`src/rtl/irtmr_pkg.sv`:
```
package irtmr_pkg;

    localparam int CNT_W    = 16;
    localparam int N_CH     = 5;
    localparam int ADDR_W   = 4;
    localparam int PRE_W    = 7;

    localparam int A_CTRL    = 0;
    localparam int A_PERIOD  = 1;
    localparam int A_FLAGCLR = 2;
    localparam int A_CFG0    = 3;
    localparam int A_CMP0    = 8;

    typedef enum logic [1:0] {
        DIV1   = 2'd0,
        DIV8   = 2'd1,
        DIV32  = 2'd2,
        DIV128 = 2'd3
    } div_e;

    typedef struct packed {
        logic ir_mode;
        div_e div_sel;
        logic run;
    } ctrl_t;

    typedef struct packed {
        logic fall_en;
        logic rise_en;
        logic cap_mode;
    } chcfg_t;

    function automatic logic [PRE_W-1:0] pre_limit(input div_e sel);
        case (sel)
            DIV1:    return PRE_W'(0);
            DIV8:    return PRE_W'(7);
            DIV32:   return PRE_W'(31);
            default: return PRE_W'(127);
        endcase
    endfunction

endpackage

```
`src/rtl/irtmr_prescale.sv`:
```
module irtmr_prescale
    import irtmr_pkg::*;
(
    input  logic  clk,
    input  logic  rst,
    input  ctrl_t ctrl,
    input  logic  carrier_tick,
    output logic  tick
);
    logic [PRE_W-1:0] pre_q;
    logic             hit;

    assign hit  = (pre_q >= pre_limit(ctrl.div_sel));
    assign tick = ctrl.run && (ctrl.ir_mode ? carrier_tick : hit);

    always_ff @(posedge clk) begin
        if (rst || !ctrl.run)
            pre_q <= '0;
        else if (hit)
            pre_q <= '0;
        else
            pre_q <= pre_q + PRE_W'(1);
    end
endmodule

```
`src/rtl/irtmr_count.sv`:
```
module irtmr_count #(
    parameter int W = 16
) (
    input  logic         clk,
    input  logic         rst,
    input  logic         tick,
    input  logic [W-1:0] period,
    output logic [W-1:0] cnt,
    output logic [W-1:0] nxt,
    output logic         wrap
);
    logic [W-1:0] cnt_q;

    assign wrap = tick && (cnt_q >= period);
    assign nxt  = wrap ? '0 : cnt_q + W'(1);
    assign cnt  = cnt_q;

    always_ff @(posedge clk) begin
        if (rst)
            cnt_q <= '0;
        else if (tick)
            cnt_q <= nxt;
    end

    p_step_r1: assert property (@(posedge clk) disable iff (rst)
        (tick && cnt_q < period) |=> (cnt_q == $past(cnt_q) + W'(1)));

    p_hold_r3: assert property (@(posedge clk) disable iff (rst)
        !tick |=> $stable(cnt_q));
endmodule

```
`src/rtl/irtmr_chan.sv`:
```
module irtmr_chan
    import irtmr_pkg::*;
#(
    parameter int W = 16
) (
    input  logic         clk,
    input  logic         rst,
    input  logic         run,
    input  logic         ir_mode,
    input  logic         tick,
    input  logic         wrap,
    input  logic [W-1:0] cnt,
    input  logic [W-1:0] nxt,
    input  chcfg_t       cfg,
    input  logic [W-1:0] shadow,
    input  logic         carrier_in,
    input  logic         cap_in,
    input  logic         flag_clr,
    output logic         ch_out,
    output logic [W-1:0] cap_val,
    output logic         flag
);
    logic [W-1:0] act_q;
    logic [W-1:0] cmp_eff;
    logic [W-1:0] cap_q;
    logic         pwm_q;
    logic         prev_q;
    logic         flag_q;
    logic         rise;
    logic         fall;
    logic         hit;

    assign cmp_eff = wrap ? shadow : act_q;
    assign rise    = cap_in && !prev_q;
    assign fall    = !cap_in && prev_q;
    assign hit     = cfg.cap_mode && ((cfg.rise_en && rise) || (cfg.fall_en && fall));

    always_ff @(posedge clk) begin
        if (rst) begin
            act_q  <= '0;
            pwm_q  <= 1'b0;
            prev_q <= 1'b0;
            cap_q  <= '0;
            flag_q <= 1'b0;
        end else begin
            if (!run || wrap)
                act_q <= shadow;
            if (tick) begin
                if (nxt == cmp_eff)
                    pwm_q <= 1'b0;
                else if (nxt == '0)
                    pwm_q <= 1'b1;
            end
            prev_q <= cap_in;
            if (hit) begin
                cap_q  <= cnt;
                flag_q <= 1'b1;
            end else if (flag_clr) begin
                flag_q <= 1'b0;
            end
        end
    end

    assign ch_out  = cfg.cap_mode ? 1'b0 : (ir_mode ? (pwm_q & carrier_in) : pwm_q);
    assign cap_val = cap_q;
    assign flag    = flag_q;

    p_cmp_hold_r9: assert property (@(posedge clk) disable iff (rst)
        (run && !wrap) |=> $stable(act_q));

    p_zero_cmp_r4: assert property (@(posedge clk) disable iff (rst)
        (tick && act_q == '0 && shadow == '0) |=> !pwm_q);

    p_capflag_r8: assert property (@(posedge clk) disable iff (rst)
        $rose(flag_q) |-> $past(cfg.cap_mode));

    p_capval_r7: assert property (@(posedge clk) disable iff (rst)
        !$stable(cap_q) |-> $past(cfg.cap_mode));
endmodule

```
`src/rtl/irtmr_top.sv`:
```
module irtmr_top
    import irtmr_pkg::*;
#(
    parameter int N     = N_CH,
    parameter int W     = CNT_W,
    parameter int AW    = ADDR_W
) (
    input  logic           clk,
    input  logic           rst,
    input  logic           wr_en,
    input  logic [AW-1:0]  wr_addr,
    input  logic [W-1:0]   wr_data,
    input  logic [N-1:0]   cap_in,
    input  logic           carrier_in,
    input  logic           carrier_tick,
    output logic [W-1:0]   cnt_out,
    output logic [N-1:0]   ch_out,
    output logic [N*W-1:0] cap_val,
    output logic [N-1:0]   cap_flag,
    output logic           irq
);
    ctrl_t        ctrl_q;
    logic [W-1:0] period_q;
    chcfg_t       cfg_q    [N];
    logic [W-1:0] shadow_q [N];
    logic [N-1:0] clr;
    logic         tick;
    logic         wrap;
    logic [W-1:0] cnt;
    logic [W-1:0] nxt;

    assign clr = (wr_en && wr_addr == AW'(A_FLAGCLR)) ? wr_data[N-1:0] : '0;

    always_ff @(posedge clk) begin
        if (rst) begin
            ctrl_q   <= '0;
            period_q <= '1;
            for (int i = 0; i < N; i++) begin
                cfg_q[i]    <= '0;
                shadow_q[i] <= '0;
            end
        end else if (wr_en) begin
            if (wr_addr == AW'(A_CTRL))
                ctrl_q <= ctrl_t'(wr_data[3:0]);
            if (wr_addr == AW'(A_PERIOD))
                period_q <= wr_data;
            for (int i = 0; i < N; i++) begin
                if (wr_addr == AW'(A_CFG0 + i))
                    cfg_q[i] <= chcfg_t'(wr_data[2:0]);
                if (wr_addr == AW'(A_CMP0 + i))
                    shadow_q[i] <= wr_data;
            end
        end
    end

    irtmr_prescale u_pre (
        .clk          (clk),
        .rst          (rst),
        .ctrl         (ctrl_q),
        .carrier_tick (carrier_tick),
        .tick         (tick)
    );

    irtmr_count #(.W(W)) u_cnt (
        .clk    (clk),
        .rst    (rst),
        .tick   (tick),
        .period (period_q),
        .cnt    (cnt),
        .nxt    (nxt),
        .wrap   (wrap)
    );

    for (genvar g = 0; g < N; g++) begin : g_ch
        irtmr_chan #(.W(W)) u_ch (
            .clk        (clk),
            .rst        (rst),
            .run        (ctrl_q.run),
            .ir_mode    (ctrl_q.ir_mode),
            .tick       (tick),
            .wrap       (wrap),
            .cnt        (cnt),
            .nxt        (nxt),
            .cfg        (cfg_q[g]),
            .shadow     (shadow_q[g]),
            .carrier_in (carrier_in),
            .cap_in     (cap_in[g]),
            .flag_clr   (clr[g]),
            .ch_out     (ch_out[g]),
            .cap_val    (cap_val[g*W +: W]),
            .flag       (cap_flag[g])
        );
    end

    assign cnt_out = cnt;
    assign irq     = |cap_flag;

    p_ir_tick_r5: assert property (@(posedge clk) disable iff (rst)
        (ctrl_q.run && ctrl_q.ir_mode && !carrier_tick) |=> $stable(cnt_out));
endmodule

```
`config.mk`:
```
export PLATFORM = sky130hd
export DESIGN_NAME = irtmr_top
export DESIGN_NICKNAME = d
export VERILOG_FILES = /design/src/rtl/irtmr_pkg.sv /design/src/rtl/irtmr_prescale.sv /design/src/rtl/irtmr_count.sv /design/src/rtl/irtmr_chan.sv /design/src/rtl/irtmr_top.sv
export SDC_FILE = /design/constraint.sdc
export NUM_CORES = 1
export LEC_CHECK = 0
export BUFFER_PORTS_ARGS = -buffer_cell sky130_fd_sc_hd__buf_4
export CORE_MARGIN = 8
export CORE_UTILIZATION = 48
export DETAILED_ROUTE_END_ITERATION = 6
export PLACE_DENSITY = 0.67
export SETUP_SLACK_MARGIN = 0.5
export SYNTH_ARGS = -nofsm -noshare
export SYNTH_HDL_FRONTEND = slang
export SYNTH_SLANG_ARGS = --single-unit
```
`constraint.sdc`:
```
create_clock -name clk -period 5.7 [get_ports clk]
set_clock_uncertainty 0.15 [all_clocks]
set_input_delay 0.285 -clock clk [delete_from_list [all_inputs] [get_ports clk]]
set_output_delay 0.285 -clock clk [all_outputs]
set_load 0.02 [all_outputs]
```
==> impl_metrics.toml, run 1 <==
[timing]
post-route-period-util = 0.7359
tightest_slew_ns = 1.226
fin_setup_tns_ns = 0
grt_setup_unrepaired = "no"
fin_crit_ns = 4.195
setup_viol = 0
slew_viol_final = 0
fmax_mhz = 238.4
relSlewSlack = 0.1818
hold_violations = 0

[worst_setup_path]
critical_path.endpoint_type = "flip-flop"
start_kind = "flip-flop"
critPathKind = "reg -> reg"
cp.arrival_ns = 4.45
worst_ep_required_time_ns = 5.95
cpMaxStageDelayCell = "nor2_1"
crit_fanout = 21
crit_chain = "clkinv_1 -> ha_1 -> nand2b_1 -> a21o_1 -> a31oi_1 -> o21ai_1 -> buf_4 -> nor2_1 -> a22oi_1 -> o21ba_2"
max_stage_delay_ns = 0.83
critPathTopFamily = "compound AO/OA/AOI/OAI gates"
critical_path_buf_inv_count = 2

[logic_synthesis]
yosysWarnings = 0
syn_area_mm2 = 0.01340
yosys.area.top_type = "dfxtp_1"
synth-edff-count = 95
synthArstFlopShare = 0
syn-num-nets = 1425
ys_ff_latch = 313
ys.flop_type = "dfxtp_1"
avgSynthCellArea_um2 = 9.769
syn-instance-count = 1372
yosys.area.top_type_share = 0.3256
yosys-top-cells-area = "dfxtp_1 33%, edfxtp_1 21%, nand2_1 6.3%"
synth_cell_types = 68
ys_seq_area_frac = 0.5385

[grt]
grt_pass1_vias = 10390
grt.total_usage = 0.2338
antenna_found_initial = 1
overflow = 0
grt_first_pass_wirelength_um = 61210
grt_max_degree = 101

[detailed_routing]
vias_per_cell = 5.599
routed.top_layer = "met5"
detailedRoute.firstPassIterationCount = 5
wl_met3_um = 3282
drt_iter0_markers = 1054
drt-met1-wl_um = 16870
routed-wl-met2_um = 18520
drtAntennaViolNets = 0
routed_wl_um = 39870
vias = 10590
post_drt_wl_per_cell_um = 21.07
drc = 0

[floorplanning]
row_count = 61
start_util = 0.4851
core_mm2 = 0.02763
die_x_um = 183.1
dieArea_mm2 = 0.03353
io_pins = 137
die_y_um = 183.1

[power_and_ir_drop]
p_leak_nw = 6.673
p_total_mw = 4.981
ir_drop_mv = 0.3187
powerDensity_mw_per_mm2 = 310.8

[clock_network]
cts_max_level = 2
cts_tree = "done"
numCtsBuffers = 34
clk_latency_ns = 0.51
clockBufferDepth = 3
path_clk_slew_ns = 0.06
cts_sinks = 313
cts_root_buf = "clkbuf_16"

[run]
maxCapViolCount = 0

[place]
globalplace.congestion = 0.8829
port_buffers = 136
hpwl_um = 26990
place_area_mm2 = 0.01465

[outcome]
outcome = "finished, final reports clean"

[final_layout]
n_antenna_cell = 0
nets = 1541
final_cell_mix = "225 x nand2_1, 218 x dfxtp_1, 153 x buf_4"
final_common_cell = "nand2_1"
syn_to_final_growth_pct = 19.57
fillCellCount = 2413
layout-drive-gt1-share = 0.1499
final_util = 0.5800
final_area_mm2 = 0.01603

[worst_hold_path]
hold_path.class = "in -> reg"
## worst paths after layout
path / start / to / slack, ns / cells after the start
max reg2reg: u_cnt.cnt[0] / g_ch[4].u_ch.pwm_q / 1.51 / 10
max: u_cnt.cnt[0] / g_ch[4].u_ch.pwm_q / 1.51 / 10
min reg2reg: u_pre.pre_q[0] / u_pre.pre_q[0] / 0.29 / 1
min: rst / g_ch[1].u_ch.cap_val[15] / 0.13 / 2
## metrics by stage
stage	worst slack [ns]	hold WS, ns	std cells
floorplan	2.534	0.2632	1372
global placement	1.659	0.2802	1809
detailed placement	1.635	0.2855	1809
CTS	1.627	0.1228	1892
global route	1.304	0.1541	1892
finish	1.505	0.1302	1892
## synthesized netlist by cell type, types with 6 or more instances
cell        n
dfxtp_1   218
buf_1       6
nor3_1     26
and3_1      9
nand4_1    16
nor2_1    141
edfxtp_1   95
inv_1      24
nand3_1    16
nand3b_1   10
o211ai_1   17
nor3b_1     9
buf_2      15
o21ai_0    31
and2_1     20
clkbuf_1   63
mux2i_1    71
buf_4      10
nor4_1     13
nand2_1   225
a21oi_1   126
ha_1       23
xor2_1     24
nor2b_1     7
xnor2_1    55
nand2b_1    6
## where the power goes
group / internal, mW / switching, mW
Combinational: 0.109 / 0.156
Sequential: 2.39 / 0.0600
Clock: 1.40 / 0.864
## cell type report
cell class / instances / area, um2 / area share
sequential: 313 / 7217 / 0.4503
timing repair buffer: 175 / 1370 / 0.08549
clock inverter: 8 / 117.6 / 0.007339
tap: 378 / 473.0 / 0.02951
multi-input combinational: 939 / 5703 / 0.3559
inverter: 25 / 93.84 / 0.005856
clock buffer: 54 / 1051 / 0.06558
## kinds of logic after synthesis
logic type	count (synthesis)	synth area share
buffers and inverters	120	0.03790
multiplexers	72	0.05386
flip-flops	313	0.5385
adder cells (fa/ha/maj)	23	0.02147
AO/OA/AOI/OAI	231	0.1024
XOR/XNOR	89	0.06665
AND/OR/NAND/NOR	524	0.1792
## sequential cells by signal, summed over array words and instances, names as in the netlist
signal             flops
g_ch.u_ch.act_q       80
shadow_q              80
u_pre.pre_q            7
period_q              16
g_ch.u_ch.flag         5
cfg_q                 15
g_ch.u_ch.prev_q       5
g_ch.u_ch.pwm_q        5
u_cnt.cnt             16
ctrl_q                 4
g_ch.u_ch.cap_val     80
## metal layers
layer  global-route usage  up-vias
met3              0.04670       72
met1               0.3019     5076
met2               0.3856      466
met4              0.08328        2
li1                     -     4978
met5                    0        -
## timing repair
item / CTS / global route
gates resized for setup: 0 / 0
hold endpoints to repair: 28 / 0
hold buffers: 21 / 0
buffers inserted: 0 / 0
## worst register-to-register path, stage by stage, from the launching register on
cell and delay [ns]:
dfxtp_1 0.81, clkinv_1 0.50, ha_1 0.41, nand2b_1 0.14
a21o_1 0.18, a31oi_1 0.24, o21ai_1 0.11, buf_4 0.26
nor2_1 0.83, a22oi_1 0.22, o21ba_2 0.26
Note: power is estimated with default switching activity, not from simulation.
==> run 2, diff against run 1 <==
--- a/config.mk
+++ b/config.mk
@@ -9,7 +9,7 @@
 export CORE_MARGIN = 8
 export CORE_UTILIZATION = 48
 export DETAILED_ROUTE_END_ITERATION = 6
-export PLACE_DENSITY = 0.67
+export PLACE_DENSITY = 0.7
 export SETUP_SLACK_MARGIN = 0.5
 export SYNTH_ARGS = -nofsm -noshare
 export SYNTH_HDL_FRONTEND = slang
==> constraint.sdc (replaced) <==
create_clock -name clk -period 3.85 [get_ports clk]
set_clock_uncertainty 0.15 [all_clocks]
set_input_delay 0.1925 -clock clk [delete_from_list [all_inputs] [get_ports clk]]
set_output_delay 0.1925 -clock clk [all_outputs]
set_load 0.02 [all_outputs]
==> impl_metrics.toml, run 2 (synthesis gave the netlist of run 1 again) <==
[clock_network]
clockBufferDepth = 3
cts_root_buf = "clkbuf_16"
path_clk_slew_ns = 0.06
cts_tree = "done"
clk_latency_ns = 0.52
cts_sinks = 313
numCtsBuffers = 34
post-cts-setup-buffers = 0
cts_max_level = 2

[place]
port_buffers = 136
place_area_mm2 = 0.01485
place_inst = 1833
globalplace.congestion = 0.9558
hpwl_um = 27830

[final_layout]
final_area_mm2 = 0.01625
fillCellCount = 2365
nets = 1567
layout-drive-gt1-share = 0.1650
finalNonFillerCells = 1917
syn_to_final_growth_pct = 21.21
n_antenna_cell = 0
final_util = 0.5880
final_cell_mix = "225 x nand2_1, 218 x dfxtp_1, 175 x buf_4"
final_common_cell = "nand2_1"

[detailed_routing]
vias = 10790
routed-wl-met2_um = 18580
wl_met3_um = 3114
vias_per_cell = 5.628
routed_wl_um = 40660
drc = 0
drt_iter0_markers = 994
drt-met1-wl_um = 17610
post_drt_wl_per_cell_um = 21.21
routed.top_layer = "met4"
detailedRoute.firstPassIterationCount = 5
drtAntennaViolNets = 0

[worst_setup_path]
r2r_cells = 7
critical_path.endpoint_type = "flip-flop"
crit_fanout = 13
r2r-start = "u_cnt.cnt[8]"
cp.arrival_ns = 3.45
cpMaxStageDelayCell = "dfxtp_1"
crit_path_end = "g_ch[3].u_ch.pwm_q"
max_stage_delay_ns = 0.64
start_kind = "flip-flop"
critPathLaunch = "u_cnt.cnt[8]"
critical_path_buf_inv_count = 0
crit_cells = 7
worst_ep_required_time_ns = 4.08
rrSetupSlack_ns = 0.64
critPathKind = "reg -> reg"
r2r_end = "g_ch[3].u_ch.pwm_q"
crit_chain = "nand4_1 -> nor3_1 -> xnor2_2 -> nor2_1 -> or4_1 -> o41ai_1 -> a31oi_1"
critPathTopFamily = "simple AND/OR/NAND/NOR gates"

[power_and_ir_drop]
pwr-share-seq = 0.494
intPower_mw = 5.694
p_total_mw = 7.344
ir_drop_mv = 0.4287
p_leak_nw = 6.795
power_switching_mw = 1.650
power_frac_comb = 0.054
netSwitchingFraction = 0.2246
power_frac_clock = 0.452
powerDensity_mw_per_mm2 = 452.1

[timing]
fin_setup_tns_ns = 0
setup_viol = 0
fmax_mhz = 311.1
relSlewSlack = 0.2570
grt_setup_unrepaired = "no"
tightest_slew_ns = 1.112
hold_violations = 0
post-route-period-util = 0.8348
slew_viol_final = 0
fin_crit_ns = 3.214

[floorplanning]
dieArea_mm2 = 0.03353
die_x_um = 183.1
io_pins = 137
die_y_um = 183.1
start_util = 0.4851
core_mm2 = 0.02763
row_count = 61

[grt]
grt_first_pass_wirelength_um = 61110
grt_max_degree = 90
grt.total_usage = 0.2355
grt_pass1_vias = 10270
overflow = 0
antenna_found_initial = 2

[worst_hold_path]
holdPathStages = 5
hold_path.class = "in -> reg"

[outcome]
outcome = "finished, final reports clean"

[run]
maxCapViolCount = 0
run 2: cell count changes in the layout (fill, tap and decap cells not counted), moves of 2 or more:
| cell | previous run | this run |
|---|---|---|
| a2111oi_0 | 2 | 0 |
| clkinvlp_4 | 1 | 3 |
| buf_12 | 0 | 2 |
| clkinv_8 | 0 | 2 |
| buf_4 | 153 | 175 |
| clkbuf_8 | 4 | 1 |
| a2111oi_1 | 0 | 2 |
run 2: cell type report:
class	count	area (um2)	area share
tap	378	473.0	0.02911
sequential	313	7217	0.4442
multi-input combinational	940	5727	0.3525
clock buffer	49	980.9	0.06038
inverter	25	93.84	0.005776
timing repair buffer	200	1585	0.09758
clock inverter	12	168.9	0.01040
run 2: worst min-delay path by stage:
stage                      startpoint                  end  slack [ns]
after floorplan             cap_in[0]  g_ch[0].u_ch.prev_q        0.17
after global placement      cap_in[2]  g_ch[2].u_ch.prev_q        0.27
after detailed placement  wr_data[12]         period_q[12]        0.28
after CTS                  wr_addr[0]    g_ch[4].u_ch.flag        0.02
after global routing       wr_addr[0]            ctrl_q[3]        0.07
final                      wr_addr[0]    g_ch[4].u_ch.flag        0.04
run 2: worst min-delay path: stages:
cell and delay, ns:
buf_4 0.12, nor3b_1 0.10, nand2_1 0.08, nand2_1 0.04, a21oi_1 0.12
run 2: through the flow:
stage          worst slack, ns  hold slack (ns)
6_report                0.6360          0.03664
4_1_cts                 0.6247          0.01772
5_1_grt                 0.5123          0.07219
2_1_floorplan           0.6838           0.1707
3_3_place_gp            0.7257           0.2732
3_5_place_dp            0.6562           0.2840
run 2: routing by layer:
| metal | GRT usage | vias to the layer above |
|---|---|---|
| met5 | 0 | - |
| met4 | 0.08426 | 0 |
| met3 | 0.04135 | 95 |
| met2 | 0.3821 | 496 |
| met1 | 0.3127 | 5170 |
| li1 | - | 5027 |
run 2: timing repair:
action,4_1_cts,5_1_grt
setup endpoints to repair,0,52
endpoints found under the hold margin,63,0
hold buffers,22,0
gates resized for setup,0,5
run 2: power groups by stage:
stage                     Clock, mW  Sequential [mW]  Combinational (mW)
final                          3.32             3.63               0.395
after CTS                      3.37             3.62               0.391
after global routing           3.50             3.64               0.430
after floorplan                   0             3.66               0.253
after detailed placement          0             3.70               0.370
after global placement            0             3.69               0.365
